`config.mk`:
```
export PLATFORM = sky130hd
export DESIGN_NAME = sra_host_port
export DESIGN_NICKNAME = d
export VERILOG_FILES = /design/src/rtl/sra_pkg.sv /design/src/rtl/sra_sync.sv /design/src/rtl/sra_addr_latch.sv /design/src/rtl/sra_regfile.sv /design/src/rtl/sra_ack_gen.sv /design/src/rtl/sra_host_port.sv
export SDC_FILE = /design/constraint.sdc
export NUM_CORES = 1
export LEC_CHECK = 0
export CORE_MARGIN = 2
export CORE_UTILIZATION = 45
export DETAILED_ROUTE_END_ITERATION = 12
export PLACE_DENSITY = 0.61
export SLEW_MARGIN = 20
export SYNTH_ARGS = -nofsm -noshare
export SYNTH_HDL_FRONTEND = slang
export SYNTH_HIERARCHICAL = 1
export SYNTH_SLANG_ARGS = --single-unit
```
`constraint.sdc`:
```
create_clock -name clk -period 4.1 [get_ports clk]
set_clock_uncertainty 0.15 [all_clocks]
set_input_delay 0.41 -clock clk [delete_from_list [all_inputs] [get_ports clk]]
set_output_delay 0.41 -clock clk [all_outputs]
set_load 0.1 [all_outputs]
```
`src/rtl/sra_pkg.sv`:
```
package sra_pkg;
   // synchronised strobe pair carried between the front end and control
   typedef struct packed {
      logic rd;
      logic wr;
   } sra_strobe_t;

   localparam int SRA_STROBE_W = 2;
endpackage

```
`src/rtl/sra_sync.sv`:
```
module sra_sync #(
   parameter int STAGES = 2,
   parameter int WIDTH  = 1
) (
   input  logic             clk,
   input  logic             rst_n,
   input  logic [WIDTH-1:0] d_async,
   output logic [WIDTH-1:0] q_sync
);
   initial begin
      assert (STAGES >= 2) else $fatal(1, "sra_sync: STAGES must be at least 2");
      assert (WIDTH >= 1) else $fatal(1, "sra_sync: WIDTH must be positive");
   end

   logic [WIDTH-1:0] chain [STAGES];

   generate
      for (genvar s = 0; s < STAGES; s++) begin : g_stage
         if (s == 0) begin : g_first
            always_ff @(posedge clk or negedge rst_n) begin
               if (!rst_n) chain[0] <= '0;
               else        chain[0] <= d_async;
            end
         end else begin : g_next
            always_ff @(posedge clk or negedge rst_n) begin
               if (!rst_n) chain[s] <= '0;
               else        chain[s] <= chain[s-1];
            end
         end
      end
   endgenerate

   assign q_sync = chain[STAGES-1];
endmodule

```
`src/rtl/sra_addr_latch.sv`:
```
module sra_addr_latch #(
   parameter int ADDR_W   = 4,
   parameter bit LATCH_EN = 1'b1
) (
   input  logic              clk,
   input  logic              rst_n,
   input  logic              sel,
   input  logic              addr_stb,
   input  logic [ADDR_W-1:0] addr_pins,
   output logic [ADDR_W-1:0] addr_q
);
   initial begin
      assert (ADDR_W >= 1 && ADDR_W <= 8) else $fatal(1, "sra_addr_latch: ADDR_W out of range");
   end

   logic load;

   generate
      if (LATCH_EN) begin : g_strobed
         // follow while strobe high, freeze once it falls
         assign load = sel && addr_stb;
      end else begin : g_direct
         assign load = sel;
      end
   endgenerate

   always_ff @(posedge clk or negedge rst_n) begin
      if (!rst_n)    addr_q <= '0;
      else if (load) addr_q <= addr_pins;
   end

   // deselected port never moves the latched address
   a_r1_hold_when_deselected: assert property (@(posedge clk) disable iff (!rst_n)
      !sel |=> $stable(addr_q));

   generate
      if (LATCH_EN) begin : g_chk
         // strobe low holds the address
         a_r2_hold_after_strobe: assert property (@(posedge clk) disable iff (!rst_n)
            !addr_stb |=> $stable(addr_q));
      end
   endgenerate
endmodule

```
`src/rtl/sra_regfile.sv`:
```
module sra_regfile #(
   parameter int DATA_W = 8,
   parameter int DEPTH  = 16,
   parameter int ADDR_W = 4
) (
   input  logic              clk,
   input  logic              rst_n,
   input  logic              we,
   input  logic [ADDR_W-1:0] waddr,
   input  logic [DATA_W-1:0] wdata,
   input  logic [ADDR_W-1:0] raddr,
   output logic [DATA_W-1:0] rdata,
   input  logic [ADDR_W-1:0] taddr,
   output logic [DATA_W-1:0] tdata
);
   initial begin
      assert (DEPTH == (1 << ADDR_W)) else $fatal(1, "sra_regfile: DEPTH must equal 2**ADDR_W");
      assert (DATA_W >= 1) else $fatal(1, "sra_regfile: DATA_W must be positive");
   end

   logic [DATA_W-1:0] mem [DEPTH];

   generate
      for (genvar i = 0; i < DEPTH; i++) begin : g_row
         always_ff @(posedge clk or negedge rst_n) begin
            if (!rst_n)
               mem[i] <= '0;
            else if (we && (waddr == ADDR_W'(i)))
               mem[i] <= wdata;
         end
      end
   endgenerate

   assign rdata = mem[raddr];
   assign tdata = mem[taddr];

   // a write lands in the addressed row on the next edge
   a_r3_write_lands: assert property (@(posedge clk) disable iff (!rst_n)
      (we && (taddr == waddr) && $stable(taddr)) |=> (tdata == $past(wdata)));
endmodule

```
`src/rtl/sra_ack_gen.sv`:
```
module sra_ack_gen #(
   parameter int ACK_DELAY = 2
) (
   input  logic clk,
   input  logic rst_n,
   input  logic strb_s,
   input  logic raw_act,
   output logic ack_n
);
   localparam int CW = $clog2(ACK_DELAY + 1) + 1;
   localparam logic [CW-1:0] CNT_MAX = CW'(ACK_DELAY);

   initial begin
      assert (ACK_DELAY >= 1) else $fatal(1, "sra_ack_gen: ACK_DELAY must be at least 1");
   end

   logic [CW-1:0] cnt;
   logic          ack_q;

   always_ff @(posedge clk or negedge rst_n) begin
      if (!rst_n)               cnt <= '0;
      else if (!strb_s)         cnt <= '0;
      else if (cnt != CNT_MAX)  cnt <= cnt + 1'b1;
   end

   assign ack_q = (cnt == CNT_MAX);
   // release is combinational on the raw strobe
   assign ack_n = !(ack_q && raw_act);

   // acknowledge only rises after the synchronised strobe was present
   a_r6_ack_after_sync: assert property (@(posedge clk) disable iff (!rst_n)
      $rose(ack_q) |-> $past(strb_s));
endmodule

```
`src/rtl/sra_host_port.sv`:
```
module sra_host_port
   import sra_pkg::*;
#(
   parameter int DATA_W      = 8,
   parameter int ADDR_W      = 4,
   parameter int SYNC_STAGES = 2,
   parameter int ACK_DELAY   = 2,
   parameter bit ADDR_LATCH  = 1'b1
) (
   input  logic              clk,
   input  logic              rst_n,
   input  logic              dma_busy,
   input  logic              cs_n,
   input  logic              addr_stb,
   input  logic [ADDR_W-1:0] reg_addr,
   input  logic              rd_n,
   input  logic              wr_n,
   input  logic [DATA_W-1:0] bus_in,
   output logic [DATA_W-1:0] bus_out,
   output logic              bus_oe_lo,
   output logic              bus_oe_hi,
   output logic              ack_n,
   input  logic [ADDR_W-1:0] tst_addr,
   output logic [DATA_W-1:0] tst_data
);
   localparam int DEPTH = 1 << ADDR_W;

   initial begin
      assert (SYNC_STAGES >= 2) else $fatal(1, "sra_host_port: SYNC_STAGES must be at least 2");
      assert (ACK_DELAY >= 1) else $fatal(1, "sra_host_port: ACK_DELAY must be at least 1");
   end

   logic        sel;
   sra_strobe_t raw, syn;
   logic        wr_s_d;
   logic        commit;
   logic [ADDR_W-1:0] addr_q;
   logic [ADDR_W-1:0] stage_addr;
   logic [DATA_W-1:0] stage_data;
   logic [DATA_W-1:0] rd_data;

   assign sel    = !cs_n && !dma_busy;
   assign raw.rd = sel && !rd_n;
   assign raw.wr = sel && !wr_n;

   sra_sync #(.STAGES(SYNC_STAGES), .WIDTH(SRA_STROBE_W)) u_sync (
      .clk     (clk),
      .rst_n   (rst_n),
      .d_async (raw),
      .q_sync  (syn)
   );

   sra_addr_latch #(.ADDR_W(ADDR_W), .LATCH_EN(ADDR_LATCH)) u_alat (
      .clk       (clk),
      .rst_n     (rst_n),
      .sel       (sel),
      .addr_stb  (addr_stb),
      .addr_pins (reg_addr),
      .addr_q    (addr_q)
   );

   // staging follows the bus while the synchronised write is active
   always_ff @(posedge clk or negedge rst_n) begin
      if (!rst_n) begin
         wr_s_d     <= 1'b0;
         stage_addr <= '0;
         stage_data <= '0;
      end else begin
         wr_s_d <= syn.wr;
         if (syn.wr) begin
            stage_addr <= addr_q;
            stage_data <= bus_in;
         end
      end
   end

   assign commit = wr_s_d && !syn.wr;

   sra_regfile #(.DATA_W(DATA_W), .DEPTH(DEPTH), .ADDR_W(ADDR_W)) u_rf (
      .clk   (clk),
      .rst_n (rst_n),
      .we    (commit),
      .waddr (stage_addr),
      .wdata (stage_data),
      .raddr (addr_q),
      .rdata (rd_data),
      .taddr (tst_addr),
      .tdata (tst_data)
   );

   sra_ack_gen #(.ACK_DELAY(ACK_DELAY)) u_ack (
      .clk     (clk),
      .rst_n   (rst_n),
      .strb_s  (syn.rd || syn.wr),
      .raw_act (raw.rd || raw.wr),
      .ack_n   (ack_n)
   );

   assign bus_out   = rd_data;
   assign bus_oe_lo = raw.rd;
   assign bus_oe_hi = 1'b0;

   // low byte driven only inside a selected read
   a_r4_oe_only_in_read: assert property (@(posedge clk) disable iff (!rst_n)
      bus_oe_lo |-> (!cs_n && !rd_n && !dma_busy));
   // no acknowledge without an active strobe
   a_r7_ack_needs_strobe: assert property (@(posedge clk) disable iff (!rst_n)
      (rd_n && wr_n) |-> ack_n);
   // internal mastership blocks the acknowledge
   a_r8_no_ack_in_dma: assert property (@(posedge clk) disable iff (!rst_n)
      dma_busy |-> ack_n);
   // a commit is a single-cycle pulse
   a_r3_commit_pulse: assert property (@(posedge clk) disable iff (!rst_n)
      commit |=> !commit);
endmodule

```
Word-level counts from Yosys, hierarchy flattened
Index checks and enable logic that the tools add are counted. Widths: inputs -> output; s select.

Add/subtract/negate cells: 1. Order comparisons: 2. Equality and inequality tests: 18. Mux-type cells: 8. Bitwise gates (word level): 2. Reductions and logical operators: 31.

Operator list (count): $bmux 8 s4 (2); $eq 4x4->1 const B (8); $mux 8 (4); $logic_and 1x1->1 (22); $eq 4x3->1 const B (4); $ge 5x5->1 const B (2); $not 4->5 (2); $eq 4x2->1 const B (2); $logic_not 1->1 (6); $mux 3 (2); $eq 4x1->1 const B (1); $logic_not 4->1 (1); $add 3x1->3 const B (1); $eq 3x2->1 const B (1); $ne 3x2->1 const B (1); $logic_or 1x1->1 (2); $ne 2x2->1 const B (1).

Bits in registers: 152. Input bits: 23.

Longest topological paths before layout
Gate-level depths: netlist of the first run.

Depth in word-level cells: 6. Mapped depth: 7. Mapped depth without buffers: 4.

By module
Netlist of the first run, hierarchy kept.

Modules (own cells, without submodules): sra_regfile (instances 1, cells an instance 434, area each 6810.3 sq um); sra_host_port (instances 1, cells an instance 34, area each 519.2 sq um); sra_ack_gen (instances 1, cells an instance 17, area each 176.4 sq um); sra_addr_latch (instances 1, cells an instance 9, area each 166.4 sq um); sra_sync (instances 1, cells an instance 6, area each 115.1 sq um).

Worst setup path before layout of the first run
OpenSTA, ideal clock, no wires.

Kind: input to output. Start: input port dma_busy. End: output port bus_oe_lo. Arrival time: 2.548 ns. Data required time: 3.540 ns. Path slack: 0.992 ns. Cell stages on the path: 1. Buffers on the path: 0. Cells stage by stage: nor3_1.

Word-level cells in the longest chain between the ends: 3.

Ends and longest elaborated chain: from (decl) (RTL line sra_host_port.sv:12) `input logic dma_busy,`; $logic_not 1->1 (RTL line sra_host_port.sv:42) `assign sel = !cs_n && !dma_busy;`; $logic_and 1x1->1 (RTL line sra_host_port.sv:42); $logic_and 1x1->1 (RTL line sra_host_port.sv:43) `assign raw.rd = sel && !rd_n;`; to (decl) (RTL line sra_host_port.sv:20) `output logic bus_oe_lo,`.

No other way between the ends.

Final worst setup path of the first run
Start: register u_alat.addr_q[0]. End: output port bus_out[7].

Word-level cells in the longest chain between the ends: 4.

Ends and longest elaborated chain: from (decl) (RTL line sra_addr_latch.sv:10) `output logic [ADDR_W-1:0] addr_q`; from (signal assigned) (RTL line sra_addr_latch.sv:29) `else if (load) addr_q <= addr_pins;`; $not 4->5 (implied by the code) (RTL line sra_regfile.sv:34) `assign rdata = mem[raddr];`; $bmux 8 s4 (RTL line sra_regfile.sv:34); $mux 8 (implied by the code) (2 in a row) (RTL line sra_regfile.sv:34); to (decl) (RTL line sra_host_port.sv:19) `output logic [DATA_W-1:0] bus_out,`.

No other way between the ends. The select of a mux whose other input is x is not followed.

==> metrics, run 1 <==
cell-internal power=0.00381 W; NumNets Final=555; WL/cell=23.8 um; hold path depth=0; Reg power frac=0.410; final-report max-slew violation count=0; DRT Pass-1 Iters=5; total routed wirelength=18300 um; element type at the critical path start=flip-flop; critical-path maximum fanout=20; antenna cells=0; sw power=0.00201 W; vias in the first global route=4945; CTS Buf Count=17; Max-slew headroom=0.335; num ports=42; TritonCTS clock tree=yes; Setup violations, final=0; Mapped Cells=500; Post-CTS Setup Bufs=0; Buffers on Ports=40; register area share after synthesis=0.488; Starting Density=0.455; die area=0.0184 mm2; Critical Path Sink Type=output port; global route total overflow=0; Worst-path clk slew=60 ps; Synth area leader=dfrtp_1; Final min period=3250 ps; R2R cell count=5; setup_tns=0 ps; clock share of power=0.255; top cells by area, synth=dfrtp_1 (49%), mux2_2 (19%), mux4_2 (19%), a22oi_1 (3.1%), mux2_4 (2.3%); Die H=136 um; outcome=finished clean; Worst Hold End=u_sync/q_sync[0]; CP Class=flip-flop to output port; hold path start=u_sync/chain[2]; Routed Antenna Nets=0; r2r endpoint=u_rf/mem[92]; reg-to-reg slack, setup=1780 ps; Clock Sinks=152; layout cells sized above 1=0.520; Die W=136 um; initial drt markers=318; static leakage=4.01 nW; post-DP HPWL=11700 um; RSZ-0062 raised after global routing=no; clk_lat worst skew=430 ps; final std cells w/o fill=767; DRC=0; syn_nets=525; vias per cell=6.00; layout filler cell count=1427; Synth warnings=6; max cap viols=0; std cell rows=48; Post-CTS Resized=0; worst slew pin tran=996 ps; Syn-to-layout area delta=15.2%; Synth Register Bits=152; placed insts=735; Peak VDD IR=0.415 mV; WP data required=3540 ps; switching share of total power=0.346; final hold vios=0; power density cells=649 mW/mm2; Syn Area/Cell=15.6 um2; Worst EP arrival=2690 ps; CTS root buffer=clkbuf_16; initial antenna violation count=0; RD Place Congestion=0.754; first-pass GRT wire length=29200 um; Final Cycle Share=0.793; Fmax=307 MHz; Post-Syn Area=0.00779 mm2; Yosys cell types=33; via count=4599; Combinational Power Share=0.335; CORE AREA=0.0171 mm2; reg2reg start=u_sync/q_sync[0]; Worst Hold Class=flip-flop to flip-flop; Max H-tree Level=4; Yosys top cell area share=0.488; CTS Buffer Depth=2; gr usage total=0.219; largest net degree at the start of global routing=92
-- synth_stat cells (all sizes together) --
library cell	n
or3	2
nor2b	5
nor2	13
nand2b	5
or2b	2
dfrtp	152
mux4	64
or2	1
o31ai	1
inv	1
a211oi	1
and2	2
mux2i	2
a22oi	32
mux2	144
conb	1
nor3	2
and2b	2
buf	28
clkbuf	10
ha	2
nand3	1
nand2	23
nand3b	3
nor3b	1
-- repair_timing --
item,CTS,global route
hold buffers,1,0
endpoints found under the hold margin,90,0
endpoints found under the setup margin,0,0
-- flip-flops by register name, indices dropped and copies added (netlist names) --
name	cells
wr_s_d	1
u_sync/chain	2
u_rf/mem	128
stage_data	8
u_sync/q_sync	2
u_alat/addr_q	4
stage_addr	4
u_ack/cnt	3
-- critical path, cell delays in order (launching register included) --
cell and delay [ps]:
dfrtp_2 710, buf_12 280, mux4_2 520, a22oi_1 360
nand2_1 120, buf_4 250
-- worst max path at each step --
stage	start	end	cells after the start
2_1_floorplan	dma_busy	bus_oe_lo	1
3_3_place_gp	tst_addr[1]	tst_data[4]	6
3_5_place_dp	tst_addr[0]	tst_data[2]	6
4_1_cts	u_alat/addr_q[0]	bus_out[7]	5
5_1_grt	u_alat/addr_q[0]	bus_out[7]	5
6_report	u_alat/addr_q[0]	bus_out[7]	5
-- power groups by stage --
stage | clock, W | combinational, W | sequential, W
2_1_floorplan | 0 | 0.00159 | 0.00221
3_3_place_gp | 0 | 0.00193 | 0.00237
3_5_place_dp | 0 | 0.00196 | 0.00240
4_1_cts | 0.00152 | 0.00196 | 0.00238
5_1_grt | 0.00159 | 0.00206 | 0.00246
6_report | 0.00148 | 0.00195 | 0.00238
-- stage by stage --
step	total power (W)	instance area [um2]	util	hold slack (ps)	worst slack (ps)
6_report	0.00582	8970	0.524	206	848
5_1_grt	0.00610	8970	0.524	216	713
2_1_floorplan	0.00380	7790	-	-35.6	992
3_3_place_gp	0.00429	8410	0.491	185	1150
4_1_cts	0.00586	8970	0.524	210	819
3_5_place_dp	0.00436	8410	0.491	187	1130
-- placed cells by master, fill, tap and decap left out, types with 9 or more instances in the layout --
cell type	synthesis	routed
a22oi_1	32	32
buf_12	0	11
buf_4	5	14
clkbuf_16	0	17
clkdlybuf4s50_1	0	21
dfrtp_1	152	151
mux2_2	132	132
mux2_4	12	12
mux4_2	64	64
nand2_1	22	22
nor2_2	9	9
-- layer usage --
metal,vias up,GRT usage,part of all wire
met5,-,0,0
met4,0,0.0764,0.023
met3,34,0.0531,0.048
met2,108,0.352,0.50
met1,2483,0.294,0.43
li1,1974,-,-
-- cell families after synthesis --
| kind of cell | count (synthesis) | share of synthesized area |
|---|---|---|
| AO/OA/AOI/OAI | 34 | 0.0328 |
| flip-flops | 152 | 0.488 |
| AND/OR/NAND/NOR | 62 | 0.0453 |
| adder cells (fa/ha/maj) | 2 | 0.00321 |
| buffers and inverters | 39 | 0.0281 |
| other | 1 | 0.000482 |
| multiplexers | 210 | 0.402 |
-- cell type report --
type	instances	area, um2	area share
clock inverter	12	103	0.0114
timing repair buffer	49	562	0.0626
tap	225	282	0.0314
sequential	152	3800	0.424
inverter	1	3.75	0.000418
multi-input combinational	309	3760	0.420
clock buffer	19	453	0.0505
No activity file was read; power rests on OpenSTA's default activity.
==> inputs of run 2 (changes only) <==
--- a/config.mk
+++ b/config.mk
@@ -8,7 +8,7 @@
 export CORE_MARGIN = 2
 export CORE_UTILIZATION = 45
 export DETAILED_ROUTE_END_ITERATION = 12
-export PLACE_DENSITY = 0.61
+export PLACE_DENSITY = 0.63
 export SLEW_MARGIN = 20
 export SYNTH_ARGS = -nofsm -noshare
 export SYNTH_HDL_FRONTEND = slang
==> constraint.sdc (replaced) <==
create_clock -name clk -period 2.7 [get_ports clk]
set_clock_uncertainty 0.15 [all_clocks]
set_input_delay 0.27 -clock clk [delete_from_list [all_inputs] [get_ports clk]]
set_output_delay 0.27 -clock clk [all_outputs]
set_load 0.1 [all_outputs]
==> metrics, run 2 (synthesis results as in run 1) <==
outcome=finished clean; CTS Buf Count=17; power density cells=994 mW/mm2; Fmax=381 MHz; total routed wirelength=19500 um; final std cells w/o fill=788; worst slew pin tran=939 ps; DRT Pass-1 Iters=7; placed insts=752; WP data required=2280 ps; worst-path cell chain=buf_12 > mux4_2 > a22oi_1 > nand2_1 > buf_12; gr usage total=0.228; Worst path most repeated cell=buf_12; via count=4751; Setup WS pre-CTS=230 ps; Top Registers=u_rf/mem (128), stage_data (8); CTS Buffer Depth=2; initial antenna violation count=0; clk_lat worst skew=430 ps; layout filler cell count=1397; largest net degree at the start of global routing=64; WL/cell=24.8 um; die area=0.0184 mm2; static leakage=4.19 nW; antenna cells=0; Critical Path Sink Type=output port; most common cell after layout, fill and taps aside=dfrtp_1; Setup violations, final=0; Peak VDD IR=0.593 mV; most frequent cells in the layout=dfrtp_1 (151), mux2_2 (132), mux4_2 (64); max cap viols=0; CORE AREA=0.0171 mm2; FF/Latch Area=0.00381 mm2; vias per cell=6.03; global route total overflow=0; critical-path maximum fanout=10; RD Place Congestion=0.766; Die H=136 um; RSZ-0062 raised after global routing=yes; Starting Density=0.455; Clock Sinks=152; Worst Hold Class=flip-flop to flip-flop; slowest stage cell on the critical path=dfrtp_4; element type at the critical path start=flip-flop; Routed Antenna Nets=0; largest reg by FF count=u_rf/mem; final-report max-slew violation count=0; initial drt markers=248; vias in the first global route=5041; Final min period=2620 ps; Max H-tree Level=4; num ports=42; CP Class=flip-flop to output port; Die W=136 um; Buffers on Ports=40; DRC=0; Worst-path clk slew=60 ps; Critical Path Max Stage Delay=520 ps; Worst EP arrival=2200 ps; final hold vios=0; first-pass GRT wire length=30000 um; Syn-to-layout area delta=19.8%; NumNets Final=575; std cell rows=48; max reg flops=128; Max-slew headroom=0.372; post-DP HPWL=12700 um; CTS root buffer=clkbuf_16; Final Cycle Share=0.971; Multi-input gate area=0.00379 mm2; layout cells sized above 1=0.545; TritonCTS clock tree=yes; setup ws final=77.6 ps
[run 2: layer usage]
layer,routed length (um),track usage
met1,8500,0.306
met2,9770,0.374
met3,918,0.0501
met4,352,0.0718
met5,0,0
[run 2: repair_timing]
item / in CTS / in global routing
gates cloned: 0 / 1
buffers inserted: 2 / 0
setup endpoints to repair: 8 / 6
hold buffers: 1 / 0
endpoints found under the hold margin: 60 / 0
pin swaps: 0 / 2
gates resized for setup: 1 / 7
[run 2: worst paths after layout]
| path | start | to | slack [ps] | depth (start not counted) |
|---|---|---|---|---|
| max | u_alat/addr_q[0] | bus_out[7] | 80 | 5 |
| max in group asynchronous | rst_n | u_rf/mem[123] | 1400 | 3 |
| max reg2reg | u_sync/q_sync[0] | u_rf/mem[26] | 540 | 4 |
| min reg2reg | u_sync/chain[3] | u_sync/q_sync[1] | 200 | 0 |
| min in group asynchronous | rst_n | u_rf/mem[122] | 250 | 2 |
| min | u_sync/chain[3] | u_sync/q_sync[1] | 200 | 0 |
[run 2: power breakdown]
part	internal, W	switching [W]	leakage, nW	total (W)
registers	0.00298	0.000625	2.02	0.00360
clock network	0.00145	0.000914	0.294	0.00237
logic	0.00172	0.00158	1.87	0.00330
total	0.00615	0.00312	4.19	0.00927
[run 2: critical path, delay by kind of cell, from the launching register on]
| kind | cells | cell delay [ps] |
|---|---|---|
| compound gates | 1 | 240 |
| flops | 1 | 520 |
| buf+inv | 2 | 370 |
| mux | 1 | 510 |
| simple gates | 1 | 120 |
[run 2: final cells by class]
cell class	instances	area share
clock inverters	8	0.0101
inverters	1	0.000402
flip-flops and latches	152	0.408
clock buffers	24	0.0527
multi-input cells	309	0.406
repair buffers	69	0.0921
well taps	225	0.0302
[run 2: through the flow]
stage / power (W) / util / hold slack, ps / setup TNS [ps] / cell area, um2
detailed placement: 0.00688 / 0.506 / 157 / 0 / 8660
CTS: 0.00928 / 0.542 / 200 / 0 / 9280
finish: 0.00927 / 0.545 / 197 / 0 / 9330
global placement: 0.00676 / 0.506 / 147 / 0 / 8660
global route: 0.00967 / 0.545 / 205 / -43.5 / 9330
floorplan: 0.00577 / - / -176 / 0 / 7790
==> inputs of run 3 (changes only) <==
--- a/config.mk
+++ b/config.mk
@@ -12,5 +12,4 @@
 export SLEW_MARGIN = 20
 export SYNTH_ARGS = -nofsm -noshare
 export SYNTH_HDL_FRONTEND = slang
-export SYNTH_HIERARCHICAL = 1
 export SYNTH_SLANG_ARGS = --single-unit
==> metrics, run 3 <==
outcome=finished clean; Clock Sinks=152; DRT Pass-1 Iters=6; num ports=42; setup_tns=0 ps; final hold vios=0; M3 GR Usage=0.0563; largest net degree at the start of global routing=96; NumNets Final=564; Worst Hold Class=input port to asynchronous set/reset pin; Final min period=2580 ps; static leakage=4.16 nW; Hold WS=169 ps; largest reg by FF count=u_rf.mem; vias in the first global route=5154; Most used DFF post-synth=dfrtp_1; total routed wirelength=20000 um; Die H=136 um; Most Used Layer, Global Route=met2; Max-slew headroom=0.537; WP data required=2280 ps; layout filler cell count=1430; TritonCTS clock tree=yes; max cap viols=0; via count=4733; element type at the critical path start=flip-flop; global route total overflow=0; Post-Syn Area=0.00787 mm2; Yosys top cell area share=0.483; initial antenna violation count=0; worst slew pin tran=691 ps; Critical Path Sink Type=output port; layout cells sized above 1=0.544; WL/cell=25.7 um; antenna cells=0; register area share after synthesis=0.483; Post-synth EDFFs=0; Layout Utilization=0.543; Max H-tree Level=4; Die W=136 um; Final Cycle Share=0.954; Buffers on Ports=40; critical-path maximum fanout=17; Multi-input gate area=0.00385 mm2; Synth warnings=0; DRC=0; reg2reg start=u_sync.q_sync[0]; clk_lat worst skew=430 ps; Starting Density=0.458; FF/Latch Area=0.00380 mm2; most frequent cells in the layout=dfrtp_1 (151), mux2_2 (120), mux4_2 (64); CORE AREA=0.0172 mm2; power density cells=1000 mW/mm2; asr flop ratio synth=1.00; first-pass GRT wire length=30800 um; RSZ-0062 raised after global routing=no; final-report max-slew violation count=0; Top Registers=u_rf.mem (128), stage_data (8); vias per cell=6.11; Mapped Cells=495; CTS Buffer Depth=2; std cell rows=48; GR Layer Usage met2=0.393; Syn-to-layout area delta=18.7%; top cells by area, synth=dfrtp_1 (48%), mux4_2 (18%), mux2_2 (17%), mux2_4 (4.6%), a22oi_1 (3.1%); Yosys cell types=32; most frequent cell after synthesis=dfrtp_1; CTS root buffer=clkbuf_16; CP Class=flip-flop to output port; Worst-path clk slew=60 ps; post-DP HPWL=12600 um; most common cell after layout, fill and taps aside=dfrtp_1; Synth area leader=dfrtp_1; Fmax=388 MHz; Worst setup startpoint=u_alat.addr_q[0]; Routed Antenna Nets=0; Syn Area/Cell=15.9 um2; die area=0.0186 mm2; Synth Register Bits=152; max reg flops=128; most instantiated cells after synthesis=dfrtp_1 (152), mux2_2 (120), mux4_2 (64), a22oi_1 (32), mux2_4 (24); gr usage total=0.234; initial drt markers=392; Worst EP arrival=2160 ps; syn_nets=520; M1 GR Usage=0.299; CTS Buf Count=17; Setup violations, final=0; Peak VDD IR=0.675 mV; RD Place Congestion=0.811
[run 3: area by class of cell]
class / count / share of cell area
clock buffers: 21 / 0.0483
inverters: 1 / 0.000402
repair buffers: 63 / 0.0846
well taps: 225 / 0.0302
clock inverters: 9 / 0.0161
multi-input cells: 304 / 0.413
flip-flops and latches: 152 / 0.408
[run 3: logic make-up (layout without fill, tap and decap cells)]
logic type	after synthesis	count (layout)	synth area share
other	1	1	0.000477
adders and majority gates	2	2	0.00318
xor gates and xnor gates	1	1	0.00111
muxes	209	209	0.402
AOI/OAI and AO/OA	34	34	0.0324
DFF	152	152	0.483
buffers and inverters	39	94	0.0286
and+or+nand+nor	57	57	0.0487
[run 3: critical path: stages, from the launching register on]
cell,delay [ps]
dfrtp_2,410
buf_12,210
mux4_2,530
a22oi_1,230
nand2_1,140
buf_12,190
[run 3: repair_timing]
item / in CTS / in global routing
hold endpoints to repair: 40 / 0
setup buffers: 0 / 0
setup endpoints to repair: 8 / 0
resized for setup: 1 / 0
hold buffers: 1 / 0
[run 3: path summary, 6_finish.rpt]
path                                    end  slack [ps]  cells past startpoint
setup / recovery                 bus_out[0]         120                      5
hold / removal                stage_data[5]         170                      2
setup reg to reg               u_rf.mem[16]         670                      4
hold reg to reg            u_sync.q_sync[1]         210                      0
max in group asynchronous     u_rf.mem[104]        1390                      3
min in group clk           u_sync.q_sync[1]         210                      0
[run 3: metrics by stage]
| step | cells | total power (W) | instance area [um2] | setup slack [ps] |
|---|---|---|---|---|
| 2_1_floorplan | 495 | 0.00583 | 7880 | 290 |
| 6_report | 775 | 0.00938 | 9340 | 124 |
| 4_1_cts | 775 | 0.00942 | 9330 | 117 |
| 3_3_place_gp | 744 | 0.00679 | 8720 | 230 |
| 3_5_place_dp | 744 | 0.00693 | 8720 | 89.7 |
| 5_1_grt | 775 | 0.00979 | 9340 | 15.6 |
[run 3: power by group]
part | internal, W | switching, W
Sequential | 0.00297 | 0.000638
Combinational | 0.00172 | 0.00158
Clock | 0.00155 | 0.000918
Total | 0.00625 | 0.00313
[run 3: routing by layer]
layer	share of wire	routed length, um
met1	0.40	7970
met2	0.51	10200
met4	0.018	354
met5	0	0
met3	0.074	1480
